<file path="src/rtl/hdlc_tx_pkg.sv">
// Shared types and the CRC step for the HDLC transmitter.
// Assumes CRC-16 in reflected form (poly 0x8408), data fed LSB first.
package hdlc_tx_pkg;

    localparam int BYTE_W = 8;
    localparam logic [7:0] FLAG_BYTE  = 8'h7E;
    localparam logic [7:0] ABORT_BYTE = 8'hFE;
    localparam logic [7:0] ONES_BYTE  = 8'hFF;
    localparam logic [15:0] CRC_PRESET = 16'hFFFF;
    localparam logic [15:0] CRC_POLY_REF = 16'h8408;

    typedef enum logic [1:0] {
        TAG_MORE    = 2'b00,
        TAG_END_FCS = 2'b01,
        TAG_END_RAW = 2'b10
    } byte_tag_e;

    typedef struct packed {
        logic [1:0]        tag;
        logic [BYTE_W-1:0] data;
    } q_entry_t;

    typedef enum logic [2:0] {
        ST_IDLE,
        ST_DATA,
        ST_FCS_LO,
        ST_FCS_HI,
        ST_CLOSE
    } tx_state_e;

    // Advance the reflected CRC-16 by one byte, LSB first.
    function automatic logic [15:0] crc16_step(input logic [15:0] c, input logic [7:0] d);
        logic [15:0] r;
        r = c;
        for (int i = 0; i < 8; i++) begin
            if (r[0] ^ d[i]) r = (r >> 1) ^ CRC_POLY_REF;
            else             r = r >> 1;
        end
        return r;
    endfunction

endpackage

</file>
<file path="src/rtl/hdlc_tx_fifo.sv">
// Small synchronous transmit queue of tagged bytes.
// Assumes pop is only asserted when not empty; flush has priority over all.
module hdlc_tx_fifo
    import hdlc_tx_pkg::*;
#(
    parameter int DEPTH = 4
) (
    input  logic     clk,
    input  logic     rst_n,
    input  logic     wr_en,
    input  q_entry_t wr_entry,
    input  logic     pop,
    input  logic     flush,
    output q_entry_t rd_entry,
    output logic     empty,
    output logic     full
);
    localparam int AW = (DEPTH > 1) ? $clog2(DEPTH) : 1;
    localparam int CW = $clog2(DEPTH + 1);

    q_entry_t        mem [DEPTH];
    logic [AW-1:0]   wptr, rptr;
    logic [CW-1:0]   count;
    logic            do_wr, do_rd;

    assign empty    = (count == '0);
    assign full     = (count == CW'(DEPTH));
    assign do_wr    = wr_en && !full && !flush;
    assign do_rd    = pop && !empty && !flush;
    assign rd_entry = mem[rptr];

    // Store incoming entries.
    always_ff @(posedge clk) begin
        if (do_wr) mem[wptr] <= wr_entry;
    end

    // Move pointers and occupancy; flush clears everything.
    always_ff @(posedge clk) begin
        if (!rst_n || flush) begin
            wptr  <= '0;
            rptr  <= '0;
            count <= '0;
        end else begin
            if (do_wr) wptr <= (wptr == AW'(DEPTH - 1)) ? '0 : wptr + 1'b1;
            if (do_rd) rptr <= (rptr == AW'(DEPTH - 1)) ? '0 : rptr + 1'b1;
            count <= count + CW'(do_wr) - CW'(do_rd);
        end
    end

    assert_no_overflow_R10: assert property (@(posedge clk) disable iff (!rst_n)
        (wr_en && full && !pop && !flush) |=> (count == $past(count)));
    assert_flush_empties_R9: assert property (@(posedge clk) disable iff (!rst_n)
        flush |=> empty);
    assert_no_pop_empty_R7: assert property (@(posedge clk) disable iff (!rst_n)
        pop |-> !empty);
endmodule

</file>
<file path="src/rtl/hdlc_tx_bitgen.sv">
// Serializes one byte-sized unit at a time, LSB first, one bit per strobe.
// Stuffs a zero after five ones inside units marked for stuffing.
// Requests the next unit when the current one, including any stuffed zero, is done.
module hdlc_tx_bitgen
    import hdlc_tx_pkg::*;
(
    input  logic              clk,
    input  logic              rst_n,
    input  logic              bit_en,
    input  logic [BYTE_W-1:0] unit_byte,
    input  logic              unit_stuff,
    output logic              unit_req,
    output logic              tx_bit
);
    localparam int RW = $clog2(BYTE_W);

    logic [BYTE_W-2:0] shreg;
    logic [RW-1:0]     bits_left;
    logic              stuff_on;
    logic [2:0]        ones_run;
    logic              zero_due;
    logic              cur_bit, cur_stuff;

    assign unit_req = bit_en && (bits_left == '0) && !zero_due;

    // Pick the bit to send: first bit of a new unit or the next shifted bit.
    always_comb begin
        if (bits_left == '0) begin
            cur_bit   = unit_byte[0];
            cur_stuff = unit_stuff;
        end else begin
            cur_bit   = shreg[0];
            cur_stuff = stuff_on;
        end
    end

    // Drive the line, shift the unit and track runs of ones for stuffing.
    always_ff @(posedge clk) begin
        if (!rst_n) begin
            tx_bit    <= 1'b1;
            shreg     <= '0;
            bits_left <= '0;
            stuff_on  <= 1'b0;
            ones_run  <= '0;
            zero_due  <= 1'b0;
        end else if (bit_en) begin
            if (zero_due) begin
                tx_bit   <= 1'b0;
                zero_due <= 1'b0;
                ones_run <= '0;
            end else begin
                tx_bit <= cur_bit;
                if (bits_left == '0) begin
                    shreg     <= unit_byte[BYTE_W-1:1];
                    bits_left <= RW'(BYTE_W - 1);
                    stuff_on  <= unit_stuff;
                end else begin
                    shreg     <= shreg >> 1;
                    bits_left <= bits_left - 1'b1;
                end
                if (cur_stuff && cur_bit) begin
                    if (ones_run == 3'd4) begin
                        zero_due <= 1'b1;
                        ones_run <= '0;
                    end else begin
                        ones_run <= ones_run + 1'b1;
                    end
                end else begin
                    ones_run <= '0;
                end
            end
        end
    end

    assert_stuffed_zero_R6: assert property (@(posedge clk) disable iff (!rst_n)
        (bit_en && zero_due) |=> !tx_bit);
    assert_one_bit_per_strobe_R3: assert property (@(posedge clk) disable iff (!rst_n)
        !bit_en |=> $stable(tx_bit));
endmodule

</file>
<file path="src/rtl/hdlc_tx_ctrl.sv">
// Frame sequencer: chooses the next unit (flag, data, FCS, abort, idle),
// runs the CRC, and handles underflow and the abort request.
// Assumes unit_req is a single-cycle pulse at each byte boundary.
module hdlc_tx_ctrl
    import hdlc_tx_pkg::*;
(
    input  logic              clk,
    input  logic              rst_n,
    input  logic              unit_req,
    input  logic              q_empty,
    input  q_entry_t          q_head,
    input  logic              abort_cmd,
    input  logic              underflow_abort,
    input  logic              idle_flags,
    output logic [BYTE_W-1:0] unit_byte,
    output logic              unit_stuff,
    output logic              q_pop,
    output logic              q_flush
);
    tx_state_e   state, state_nx;
    logic [15:0] crc, crc_nx;
    logic        abort_pend;
    logic [15:0] fcs;

    assign fcs = ~crc;

    // Choose the next unit and the state after it.
    always_comb begin
        unit_byte  = idle_flags ? FLAG_BYTE : ONES_BYTE;
        unit_stuff = 1'b0;
        q_pop      = 1'b0;
        q_flush    = 1'b0;
        state_nx   = state;
        crc_nx     = crc;
        if (abort_pend) begin
            unit_byte = ABORT_BYTE;
            q_flush   = unit_req;
            state_nx  = ST_IDLE;
        end else begin
            case (state)
                ST_IDLE: if (!q_empty) begin
                    unit_byte = FLAG_BYTE;
                    state_nx  = ST_DATA;
                    crc_nx    = CRC_PRESET;
                end
                ST_DATA: if (!q_empty) begin
                    unit_byte  = q_head.data;
                    unit_stuff = 1'b1;
                    q_pop      = unit_req;
                    crc_nx     = crc16_step(crc, q_head.data);
                    if (q_head.tag == TAG_END_FCS)      state_nx = ST_FCS_LO;
                    else if (q_head.tag == TAG_END_RAW) state_nx = ST_CLOSE;
                end else begin
                    unit_byte = underflow_abort ? ABORT_BYTE : FLAG_BYTE;
                    state_nx  = ST_IDLE;
                end
                ST_FCS_LO: begin
                    unit_byte  = fcs[7:0];
                    unit_stuff = 1'b1;
                    state_nx   = ST_FCS_HI;
                end
                ST_FCS_HI: begin
                    unit_byte  = fcs[15:8];
                    unit_stuff = 1'b1;
                    state_nx   = ST_CLOSE;
                end
                ST_CLOSE: begin
                    unit_byte = FLAG_BYTE;
                    state_nx  = ST_IDLE;
                end
                default: state_nx = ST_IDLE;
            endcase
        end
    end

    // Advance state and CRC at each byte boundary.
    always_ff @(posedge clk) begin
        if (!rst_n) begin
            state <= ST_IDLE;
            crc   <= CRC_PRESET;
        end else if (unit_req) begin
            state <= state_nx;
            crc   <= crc_nx;
        end
    end

    // Hold an abort request until the next byte boundary.
    always_ff @(posedge clk) begin
        if (!rst_n) abort_pend <= 1'b0;
        else        abort_pend <= (abort_pend && !unit_req) || abort_cmd;
    end

    assert_abort_at_boundary_R9: assert property (@(posedge clk) disable iff (!rst_n)
        (abort_pend && unit_req) |=> (state == ST_IDLE && !abort_pend));
    assert_fcs_order_R4: assert property (@(posedge clk) disable iff (!rst_n)
        (unit_req && state == ST_FCS_LO && !abort_pend) |=> (state == ST_FCS_HI));
    assert_idle_unstuffed_R2: assert property (@(posedge clk) disable iff (!rst_n)
        (state == ST_IDLE && q_empty) |-> !unit_stuff);
endmodule

</file>
<file path="src/rtl/hdlc_tx_framer.sv">
// Top of the HDLC transmitter: tagged-byte queue, frame sequencer and
// bit serializer. Assumes bit_en is a one-cycle strobe per line bit.
module hdlc_tx_framer
    import hdlc_tx_pkg::*;
#(
    parameter int FIFO_DEPTH = 4
) (
    input  logic       clk,
    input  logic       rst_n,
    input  logic       bit_en,
    input  logic       wr_en,
    input  logic [7:0] wr_data,
    input  logic [1:0] wr_tag,
    input  logic       abort_cmd,
    input  logic       underflow_abort,
    input  logic       idle_flags,
    output logic       fifo_full,
    output logic       tx_bit
);
    q_entry_t          wr_entry, q_head;
    logic              q_empty, q_pop, q_flush, unit_req, unit_stuff;
    logic [BYTE_W-1:0] unit_byte;

    assign wr_entry = '{tag: wr_tag, data: wr_data};

    hdlc_tx_fifo #(.DEPTH(FIFO_DEPTH)) u_fifo (
        .clk(clk), .rst_n(rst_n), .wr_en(wr_en), .wr_entry(wr_entry),
        .pop(q_pop), .flush(q_flush), .rd_entry(q_head),
        .empty(q_empty), .full(fifo_full)
    );

    hdlc_tx_ctrl u_ctrl (
        .clk(clk), .rst_n(rst_n), .unit_req(unit_req), .q_empty(q_empty),
        .q_head(q_head), .abort_cmd(abort_cmd), .underflow_abort(underflow_abort),
        .idle_flags(idle_flags), .unit_byte(unit_byte), .unit_stuff(unit_stuff),
        .q_pop(q_pop), .q_flush(q_flush)
    );

    hdlc_tx_bitgen u_bitgen (
        .clk(clk), .rst_n(rst_n), .bit_en(bit_en), .unit_byte(unit_byte),
        .unit_stuff(unit_stuff), .unit_req(unit_req), .tx_bit(tx_bit)
    );

    assert_reset_line_high_R1: assert property (@(posedge clk)
        !rst_n |=> (tx_bit && !fifo_full));
endmodule

</file>
<file path="config.mk">
export PLATFORM = sky130hd
export DESIGN_NAME = hdlc_tx_framer
export DESIGN_NICKNAME = d
export VERILOG_FILES = /design/src/rtl/hdlc_tx_pkg.sv /design/src/rtl/hdlc_tx_fifo.sv /design/src/rtl/hdlc_tx_bitgen.sv /design/src/rtl/hdlc_tx_ctrl.sv /design/src/rtl/hdlc_tx_framer.sv
export SDC_FILE = /design/constraint.sdc
export NUM_CORES = 1
export LEC_CHECK = 0
export BUFFER_PORTS_ARGS = -buffer_cell sky130_fd_sc_hd__buf_2
export CAP_MARGIN = 20
export CORE_MARGIN = 5
export CORE_UTILIZATION = 56
export DETAILED_ROUTE_END_ITERATION = 12
export GPL_TIMING_DRIVEN = 0
export PLACE_DENSITY_LB_ADDON = 0.05
export SLEW_MARGIN = 20
export SYNTH_ARGS = -nofsm -noshare
export SYNTH_HDL_FRONTEND = slang
export SYNTH_HIERARCHICAL = 1
export SYNTH_SLANG_ARGS = --single-unit
</file>
<file path="constraint.sdc">
create_clock -name clk -period 3.94 [get_ports clk]
set_clock_uncertainty 0.2 [all_clocks]
set_input_delay 0.788 -clock clk [delete_from_list [all_inputs] [get_ports clk]]
set_output_delay 0.788 -clock clk [all_outputs]
set_load 0.02 [all_outputs]
</file>
# Yosys cells after proc, flatten, opt, wreduce, memory -nomap -nowiden
# Memory sizes are Yosys's and may differ from the RTL's. A register that Yosys moved wholly into a read port is not among the register bits.
# Index checks and enable logic that the tools add are counted.
# word_totals
ram_bits	40
elab_cells	144
out_inout_bits	2
memories	1
inputBits	17
register_bits	43
# classes
n_reduce_logical	24
mux	68
bitwise_logic	19
n_addsub	6
eq_ne	14
# memory_table
name	depth	width	read_ports	rd_clocked_by_memory_dff	write_ports	line_no	text
u_fifo.mem	4	10	1	1	1	hdlc_tx_fifo.sv:21	q_entry_t mem [DEPTH];
# op_table
cell	count
16-bit 2-to-1 mux	31
8-bit 2-to-1 mux	5
8-bit case mux with 5 select lines	1
16-bit case mux with 2 select lines	1
3-bit 2-to-1 mux	9
2-bit NOT with 3-bit output	8
16-bit NOT	1
1-bit 2-to-1 mux	14
3-bit case mux with 4 select lines	1
3-bit == test, second input constant	3
3-bit logical NOT	3
1-bit logical AND	8
2-bit 2-to-1 mux	4
1-bit XOR	8
7-bit 2-to-1 mux	1
2-bit == test, second input constant	3
3-bit by 2-bit == test with 1-bit output, second input constant	2
1-bit logical NOT	6
5-bit by 1-bit inequality test with 1-bit output, second input constant	1
5-bit AND reduction	1
2-bit by 1-bit adder with 2-bit output, second input constant	2
2-bit inequality test, second input constant	2
3-bit by 1-bit adder with 3-bit output	1
3-bit by 1-bit adder with 3-bit output, second input constant	1
12 further kinds	14

# Longest topological paths before layout
# Gate-level depths: netlist of run 1.
# logic_depth
ltp_word	39
ltp_mapped	17
ltp_nobuf	16

# Cells and area by module
# Netlist of run 1, hierarchy kept.
# modules_own_cells
module	cells_each	seq_area_each_um2	n_inst	area_per_inst_um2
hdlc_tx_fifo	106	1381.3	1	1954.4
hdlc_tx_ctrl	160	400.4	1	1390.1
hdlc_tx_bitgen	91	320.3	1	773.2

# Worst setup path before layout of run 1
# OpenSTA, ideal clock, no wires.
# synth_path
path_type	input -> register
from	in bit_en
to	reg u_fifo.count[2]
arrival_ns	3.181
t_required_ns	3.625
setup_ns	0.115
stages	13
path_buffers	0
slack_ns	0.444
cell_sequence	nand2b_1 > nor2_1 > nand4b_2 > inv_1 > nor3b_2 > ha_1 > inv_1 > ha_1 > inv_1 > fa_1 > xnor2_1 > xnor2_1 > and2_1
# synth_via
elab_chain_cells	8
elab_cells_between_ends	13
classes_between	2 x add/sub; 4 x mux; 7 x reduce/logical
# synth_rtl
item	line_no	text
start, declared	hdlc_tx_framer.sv:10	input logic bit_en,
1-bit logical AND (2 in series)	hdlc_tx_bitgen.sv:24	assign unit_req = bit_en && (bits_left == '0) && !zero_due;
named net unit_req	hdlc_tx_framer.sv:21	logic q_empty, q_pop, q_flush, unit_req, unit_stuff;
1-bit 2-to-1 mux	hdlc_tx_ctrl.sv:46	ST_DATA: if (!q_empty) begin
1-bit 2-to-1 mux	hdlc_tx_ctrl.sv:40	case (state)
1-bit 2-to-1 mux	hdlc_tx_ctrl.sv:35	if (abort_pend) begin
named net q_pop	hdlc_tx_framer.sv:21	
1-bit logical AND (2 in series)	hdlc_tx_fifo.sv:29	assign do_rd = pop && !empty && !flush;
3-bit by 1-bit subtractor with 3-bit output	hdlc_tx_fifo.sv:46	count <= count + CW'(do_wr) - CW'(do_rd);
end signal, assigned	hdlc_tx_fifo.sv:46	
end, declared	hdlc_tx_fifo.sv:23	logic [CW-1:0] count;
# The timed path passes the listed nets, and every way through them passes these cells.
# A chain may end at the register's enable or synchronous reset.

# Worst setup path after layout of run 1
# layout_path
from	reg u_bitgen.bits_left[0]
to	reg u_fifo.count[2]
# layout_via
elab_chain_cells	9
elab_cells_between_ends	14
classes_between	2 x add/sub; 4 x mux; 8 x reduce/logical
# layout_rtl
item	line_no	text
start, declared	hdlc_tx_bitgen.sv:18	logic [RW-1:0] bits_left;
start signal, assigned	hdlc_tx_bitgen.sv:55	bits_left <= RW'(BYTE_W - 1);
start signal, assigned	hdlc_tx_bitgen.sv:59	bits_left <= bits_left - 1'b1;
3-bit logical NOT	hdlc_tx_bitgen.sv:24	
1-bit logical AND (2 in series)	hdlc_tx_bitgen.sv:24	
named net unit_req	hdlc_tx_framer.sv:21	
1-bit 2-to-1 mux	hdlc_tx_ctrl.sv:46	
1-bit 2-to-1 mux	hdlc_tx_ctrl.sv:40	
1-bit 2-to-1 mux	hdlc_tx_ctrl.sv:35	
named net q_pop	hdlc_tx_framer.sv:21	
1-bit logical AND (2 in series)	hdlc_tx_fifo.sv:29	
3-bit by 1-bit subtractor with 3-bit output	hdlc_tx_fifo.sv:46	
# The timed path passes the listed nets, and every way through them passes these cells.

==> qor.csv, run 1 <==
metric,value,unit
post-synthesis mux area share,9.33,%
final core area utilization,63.7,%
Hold Path End,u_bitgen/bits_left[0],
"FFs w/ async S/R, synth",0,%
Design Power,2.14,mW
hold path depth,1,
Detailed Place HPWL,5390,um
Via-to-Cell Ratio,5.51,
CTS tree,built,
main combinational cell family by area after synthesis,simple AND/OR/NAND/NOR gates,
Core Rows,31,
"Cell Count, Final, Fillers Out",491,
I/O pin count,19,
fin worst setup slack,0.305,ns
CTS Buf Count,9,
post-CTS sizing,0,
DR WL met2,3570,um
worst hold-check path type,reg -> reg,
crit end category,flop,
first-pass GRT wire length,12800,um
flop2flop setup slack,0.30,ns
antenna diode count,0,
final hold violations,0,
synth unique cells,62,
Tot GR Track Use,18.6,%
Most used DFF post-synth,dfxtp_1,
relative slew slack,61.4,%
Worst path slowest cell,nand4b_2,
total gr overflow,0,
HP Start,u_bitgen/bits_left[0],
vias,2705,
"Clk pin slew, worst setup/hold paths",0.09,ns
Layout Nets,417,
max-slew violation count,0,
Mapped Cells,357,
post-synthesis sequential area ratio,51.0,%
Max VDD drop,0.286,mV
DRT antenna net count,0,
post-synthesis adder-cell area fraction,4.13,%
CP max FO,10,
Placer Congestion,0.806,
CTS Root Cell,clkbuf_8,
Mapped Nets,387,
Sink Count,85,
Crit Reg-Reg Startpoint,u_bitgen/bits_left[0],
H-tree depth,3,
vias in the first global route,2669,
#FFs+latches synth,85,
worst skew pair latency,0.35,ns
wire length per cell,15.4,um
critical path data arrival time,3.69,ns
initial core utilization,57.1,%
first-pass detailed-route iteration total,4,
top sig layer,met4,
status,"complete, no violations",
mean post-synth cell area,11.5,sq um
Final period util,92.3,%
crit path kind,reg -> reg,
Max Fclk,0.275,GHz
Post-CTS Setup Inserts,0,
Register-to-Register Path Depth,16,
chip height,95.8,um
Synth Area in XOR/XNOR,6.08,%
setup total negative slack,0,ns
final WL,7550,um
CP required,3.99,ns
CTS Hold Buffers Added,0,
core box area,7210,sq um
total of max-cap violations,0,
CTS max path bufs,2,
Power Density,466,nW/um^2
most frequent CP cell,inv_1,
reg2reg end,u_fifo/count[2],
Top delay family on crit path,simple AND/OR/NAND/NOR gates,
crit start category,flop,
initial antenna violation count,0,
# placed instances,475,
# port buffers,18,
largest net degree at the start of global routing,17,
Post-Synth Simple-Gate Area,14.8,%
P_leak,1.67,nW
metal3 WL,207,um
post-place setup slack,-0.165,ns
CP peak stage delay,0.42,ns
drc violations,0,
CP Buf/Inv Count,5,
Slew @ Worst Pin,0.579,ns
Syn. warnings,6,
share of cells above drive strength 1,23.7,%
setup violators final,0,
Netlist Area Pre-Place,4120,sq um
fin crit period,3.64,ns
Compound-Gate Fraction of Synth Area,10.1,%
RSZ-0062 raised after global routing,false,
CP cell instances,"inv_1, ha_1, nand2b_4, buf_6, nor2_2, nand4b_2, inv_1, nor3b_2, ha_1, inv_1, ha_1, inv_1, fa_1, xnor2_1, xnor2_1, and2_1",
Area Overhead vs Synth,11.7,%
DRT met1 WL,3710,um
Iteration-0 DRC Markers,133,
die footprint,9170,sq um
number of flops mapped to enable cells by yosys,40,
die width,95.8,um
synthesized netlist by cell type, types with 3 or more instances:
| master | n | area share [%] |
|---|---|---|
| nand2_1 | 46 | 4.2 |
| dfxtp_1 | 45 | 22 |
| edfxtp_1 | 40 | 29 |
| inv_1 | 16 | 1.5 |
| xnor2_1 | 16 | 3.4 |
| nor2_1 | 15 | 1.4 |
| a21oi_1 | 13 | 1.6 |
| ha_1 | 12 | 3.6 |
| mux4_2 | 10 | 5.5 |
| nor3_1 | 10 | 1.2 |
| o22ai_1 | 9 | 1.4 |
| mux2i_1 | 8 | 1.9 |
| o31ai_1 | 8 | 1.5 |
| buf_2 | 7 | 0.85 |
| mux2_2 | 7 | 1.9 |
| nor2b_1 | 7 | 1.1 |
| xor2_1 | 7 | 1.5 |
| a311oi_1 | 6 | 1.3 |
| nand4_1 | 5 | 0.76 |
| o21ai_0 | 5 | 0.61 |
| nand2b_1 | 4 | 0.61 |
| a21oi_2 | 3 | 0.64 |
| buf_4 | 3 | 0.55 |
| buf_6 | 3 | 0.82 |
| clkbuf_1 | 3 | 0.27 |
| nand3_1 | 3 | 0.36 |
| o21ai_2 | 3 | 0.64 |
state kept, by name, indices dropped and copies added (netlist names), named ones only:
name                flops
u_fifo/mem             40
u_ctrl/crc             16
u_bitgen/shreg          7
u_bitgen/bits_left      3
u_bitgen/ones_run       3
u_ctrl/state            3
u_fifo/count            3
u_fifo/rptr             2
u_fifo/wptr             2
u_bitgen/stuff_on       1
u_bitgen/tx_bit         1
u_bitgen/zero_due       1
u_ctrl/abort_pend       1
cells by family after synthesis:
family,Yosys count
buffers and inverters,36
and+or+nand+nor,112
adders and majority gates,13
muxes,25
xor gates and xnor gates,26
DFF,85
AOI/OAI and AO/OA,60
stage by stage:
step | cell area (sq um) | hold WS (ns)
after global placement | 4330 | 0.248
after detailed placement | 4340 | 0.255
after CTS | 4600 | 0.268
final | 4600 | 0.274
after floorplan | 4120 | 0.231
after global routing | 4600 | 0.303
report_power, final:
group	switching [mW]	total (mW)	internal (mW)
Combinational	0.214	0.376	0.162
Sequential	0.0248	1.01	0.981
Clock	0.329	0.762	0.432
worst reg2reg max path: stages (launching register included):
cell	delay (ns)
dfxtp_1	0.33
inv_1	0.08
ha_1	0.21
nand2b_4	0.06
buf_6	0.14
nor2_2	0.34
nand4b_2	0.42
inv_1	0.13
nor3b_2	0.31
ha_1	0.29
inv_1	0.06
ha_1	0.13
inv_1	0.05
fa_1	0.37
xnor2_1	0.15
xnor2_1	0.13
and2_1	0.15
how the worst max path moves through the flow:
stage                          start         endpoint  slack, ns  cells after the start
6_report       u_bitgen/bits_left[0]  u_fifo/count[2]       0.30                     16
5_1_grt        u_bitgen/bits_left[0]  u_fifo/count[2]       0.03                     16
4_1_cts        u_bitgen/bits_left[0]  u_fifo/count[2]       0.08                     16
3_5_place_dp                  bit_en  u_fifo/count[2]      -0.17                     14
3_3_place_gp                  bit_en  u_fifo/count[2]      -0.15                     14
2_1_floorplan                 bit_en  u_fifo/count[2]       0.44                     13
area by class of cell:
type	instances	area (sq um)
Fill cell	611	2620
Buffer	18	120
Timing Repair Buffer	19	97.6
Sequential cell	85	2100
Clock inverter	7	128
Tap cell	99	124
Multi-Input combinational cell	236	1840
Inverter	18	67.6
Clock buffer	9	124
metal layers:
metal,up-vias,track usage [%]
met5,-,0
met4,0,7.11
met3,6,3.28
met2,36,29.4
met1,1320,25.5
li1,1343,-
cell usage in the layout (no fill, tap or decap), types with 8 or more instances in the layout:
cell type,n
clkbuf_8,10
o22ai_1,9
edfxtp_1,40
dfxtp_1,45
mux2i_1,8
xnor2_1,16
buf_2,25
ha_1,12
nor2_1,14
mux4_2,10
nand2_1,46
inv_1,16
a21oi_1,13
nor3_1,9
o31ai_1,8
Note: power is estimated with default switching activity, not from simulation.
==> inputs of run 2 (changes only) <==
--- a/config.mk
+++ b/config.mk
@@ -15,5 +15,4 @@
 export SLEW_MARGIN = 20
 export SYNTH_ARGS = -nofsm -noshare
 export SYNTH_HDL_FRONTEND = slang
-export SYNTH_HIERARCHICAL = 1
 export SYNTH_SLANG_ARGS = --single-unit
==> qor.csv, run 2 <==
metric,value,unit
Slew @ Worst Pin,0.830,ns
H-tree depth,3,
vias,2911,
CP required,4.00,ns
post-synthesis sequential area ratio,50.9,%
crit start category,flop,
relative slew slack,44.1,%
I/O pin count,19,
antenna diode count,0,
DRT antenna net count,0,
Detailed Place HPWL,5960,um
top-count cell post-synth,dfxtp_1,
post-CTS sizing,0,
die footprint,9190,sq um
"most common cell after layout, fill and taps aside",dfxtp_1,
Sink Count,85,
Reg with most FFs,u_fifo.mem,
CTS Buf Count,9,
Post-CTS Setup Inserts,0,
setup total negative slack,0,ns
drc violations,0,
final hold violations,0,
final WL,8350,um
CTS tree,built,
HP Start,u_bitgen.bits_left[0],
setup violators final,0,
most frequent cells in the layout,"dfxtp_1, edfxtp_1, nand2_1, o21ai_0, inv_1",
Crit Reg-Reg Startpoint,u_ctrl.state[1],
initial antenna violation count,0,
total gr overflow,0,
Netlist Area Pre-Place,4130,sq um
Core Rows,31,
largest net degree at the start of global routing,17,
max FFs per register,40,
dominant cells by area after synthesis,"edfxtp_1, dfxtp_1, mux4_1",
first-pass GRT wire length,13600,um
crit path launch,u_ctrl.state[1],
CTS Hold Buffers Added,0,
most instantiated cells after synthesis,"dfxtp_1, edfxtp_1, nand2_1",
vias in the first global route,2743,
chip height,95.8,um
CTS Root Cell,clkbuf_8,
Placer Congestion,0.861,
"FFs w/ async S/R, synth",0,%
P_leak,1.62,nW
Area Overhead vs Synth,9.55,%
initial core utilization,57.2,%
critical path data arrival time,3.08,ns
worst skew pair latency,0.36,ns
Mapped Nets,404,
total of max-cap violations,0,
first-pass detailed-route iteration total,5,
share of cells above drive strength 1,10.8,%
wire length per cell,16.4,um
Syn. warnings,0,
Largest regs,"u_fifo.mem (40), u_ctrl.crc (16), u_bitgen.shreg (7)",
CTS max path bufs,2,
Via-to-Cell Ratio,5.73,
status,"complete, no violations",
CP max FO,10,
Final period util,76.6,%
core box area,7210,sq um
Power Density,433,nW/um^2
post-synth top area cell,edfxtp_1,
max-slew violation count,0,
#FFs+latches synth,85,
Most used DFF post-synth,dfxtp_1,
Layout Nets,433,
die width,95.8,um
post-synth top area share,29.1,%
mean post-synth cell area,11.0,sq um
Mapped Cells,375,
number of flops mapped to enable cells by yosys,40,
crit end category,flop,
fin worst setup slack,0.921,ns
Max Fclk,0.331,GHz
worst hold-check path type,reg -> reg,
"Clk pin slew, worst setup/hold paths",0.09,ns
fin crit period,3.02,ns
Max VDD drop,0.279,mV
# port buffers,18,
Tot GR Track Use,19.9,%
Iteration-0 DRC Markers,145,
crit path kind,reg -> reg,
RSZ-0062 raised after global routing,false,
post-place setup slack,0.694,ns
synth unique cells,52,
==> run 2: metrics by stage <==
stage / power (mW) / util, % / cell area, sq um / hold WS, ns / instances
2_1_floorplan: 1.29 / - / 4130 / 0.232 / 375
3_3_place_gp: 1.39 / 60.2 / 4340 / 0.250 / 492
3_5_place_dp: 1.40 / 60.2 / 4340 / 0.260 / 492
4_1_cts: 1.97 / 62.7 / 4520 / 0.277 / 508
5_1_grt: 2.06 / 62.7 / 4520 / 0.308 / 508
6_report: 1.96 / 62.7 / 4520 / 0.284 / 508
==> run 2: layout make-up <==
| type | instances | area (sq um) |
|---|---|---|
| clock inverters | 7 | 56.3 |
| clock buffers | 9 | 124 |
| fillers | 621 | 2690 |
| well taps | 99 | 124 |
| repair buffers | 18 | 90.1 |
| multi-input cells | 251 | 1870 |
| inverters | 19 | 71.3 |
| flip-flops and latches | 85 | 2100 |
| plain buffers | 20 | 83.8 |
==> run 2: power breakdown <==
group          internal, mW  total, mW  switching (mW)
clock                 0.239      0.577           0.337
sequential            0.982       1.01          0.0265
combinational         0.135      0.371           0.235
==> run 2: path summary, 6_finish.rpt <==
path,endpoint,slack (ns),cells after the start
worst max-delay path,u_fifo.count[1],0.92,9
worst max register to register,u_fifo.count[1],0.92,9
worst min-delay path,u_bitgen.bits_left[0],0.28,1
worst min register to register,u_bitgen.bits_left[0],0.28,1
==> run 2: worst max-delay path, stage by stage (launching register included) <==
cell and delay, ns:
dfxtp_1 0.32, clkbuf_1 0.21, nor3b_1 0.44, nand2_1 0.18, nor3_1 0.48, ha_1 0.33, inv_1 0.05, ha_1 0.14
fa_1 0.40, and3_1 0.17
==> run 2: layer usage <==
metal | vias to the layer above | part of all wire (%) | GRT usage [%]
li1 | 1438 | - | -
met1 | 1387 | 44 | 25.3
met2 | 70 | 49 | 33.4
met3 | 16 | 4.2 | 3.52
met4 | 0 | 2.1 | 8.77
met5 | - | 0 | 0
==> run 2: kinds of logic (layout without fill, tap and decap cells) <==
logic type	Yosys count	after routing	share of synthesized area, %
flip-flops	85	85	50.9
AO/OA/AOI/OAI	77	77	11.3
XOR/XNOR	19	19	5.46
buffers and inverters	39	73	3.76
adder cells (fa/ha/maj)	12	12	3.82
multiplexers	23	23	9.46
AND/OR/NAND/NOR	120	120	15.2
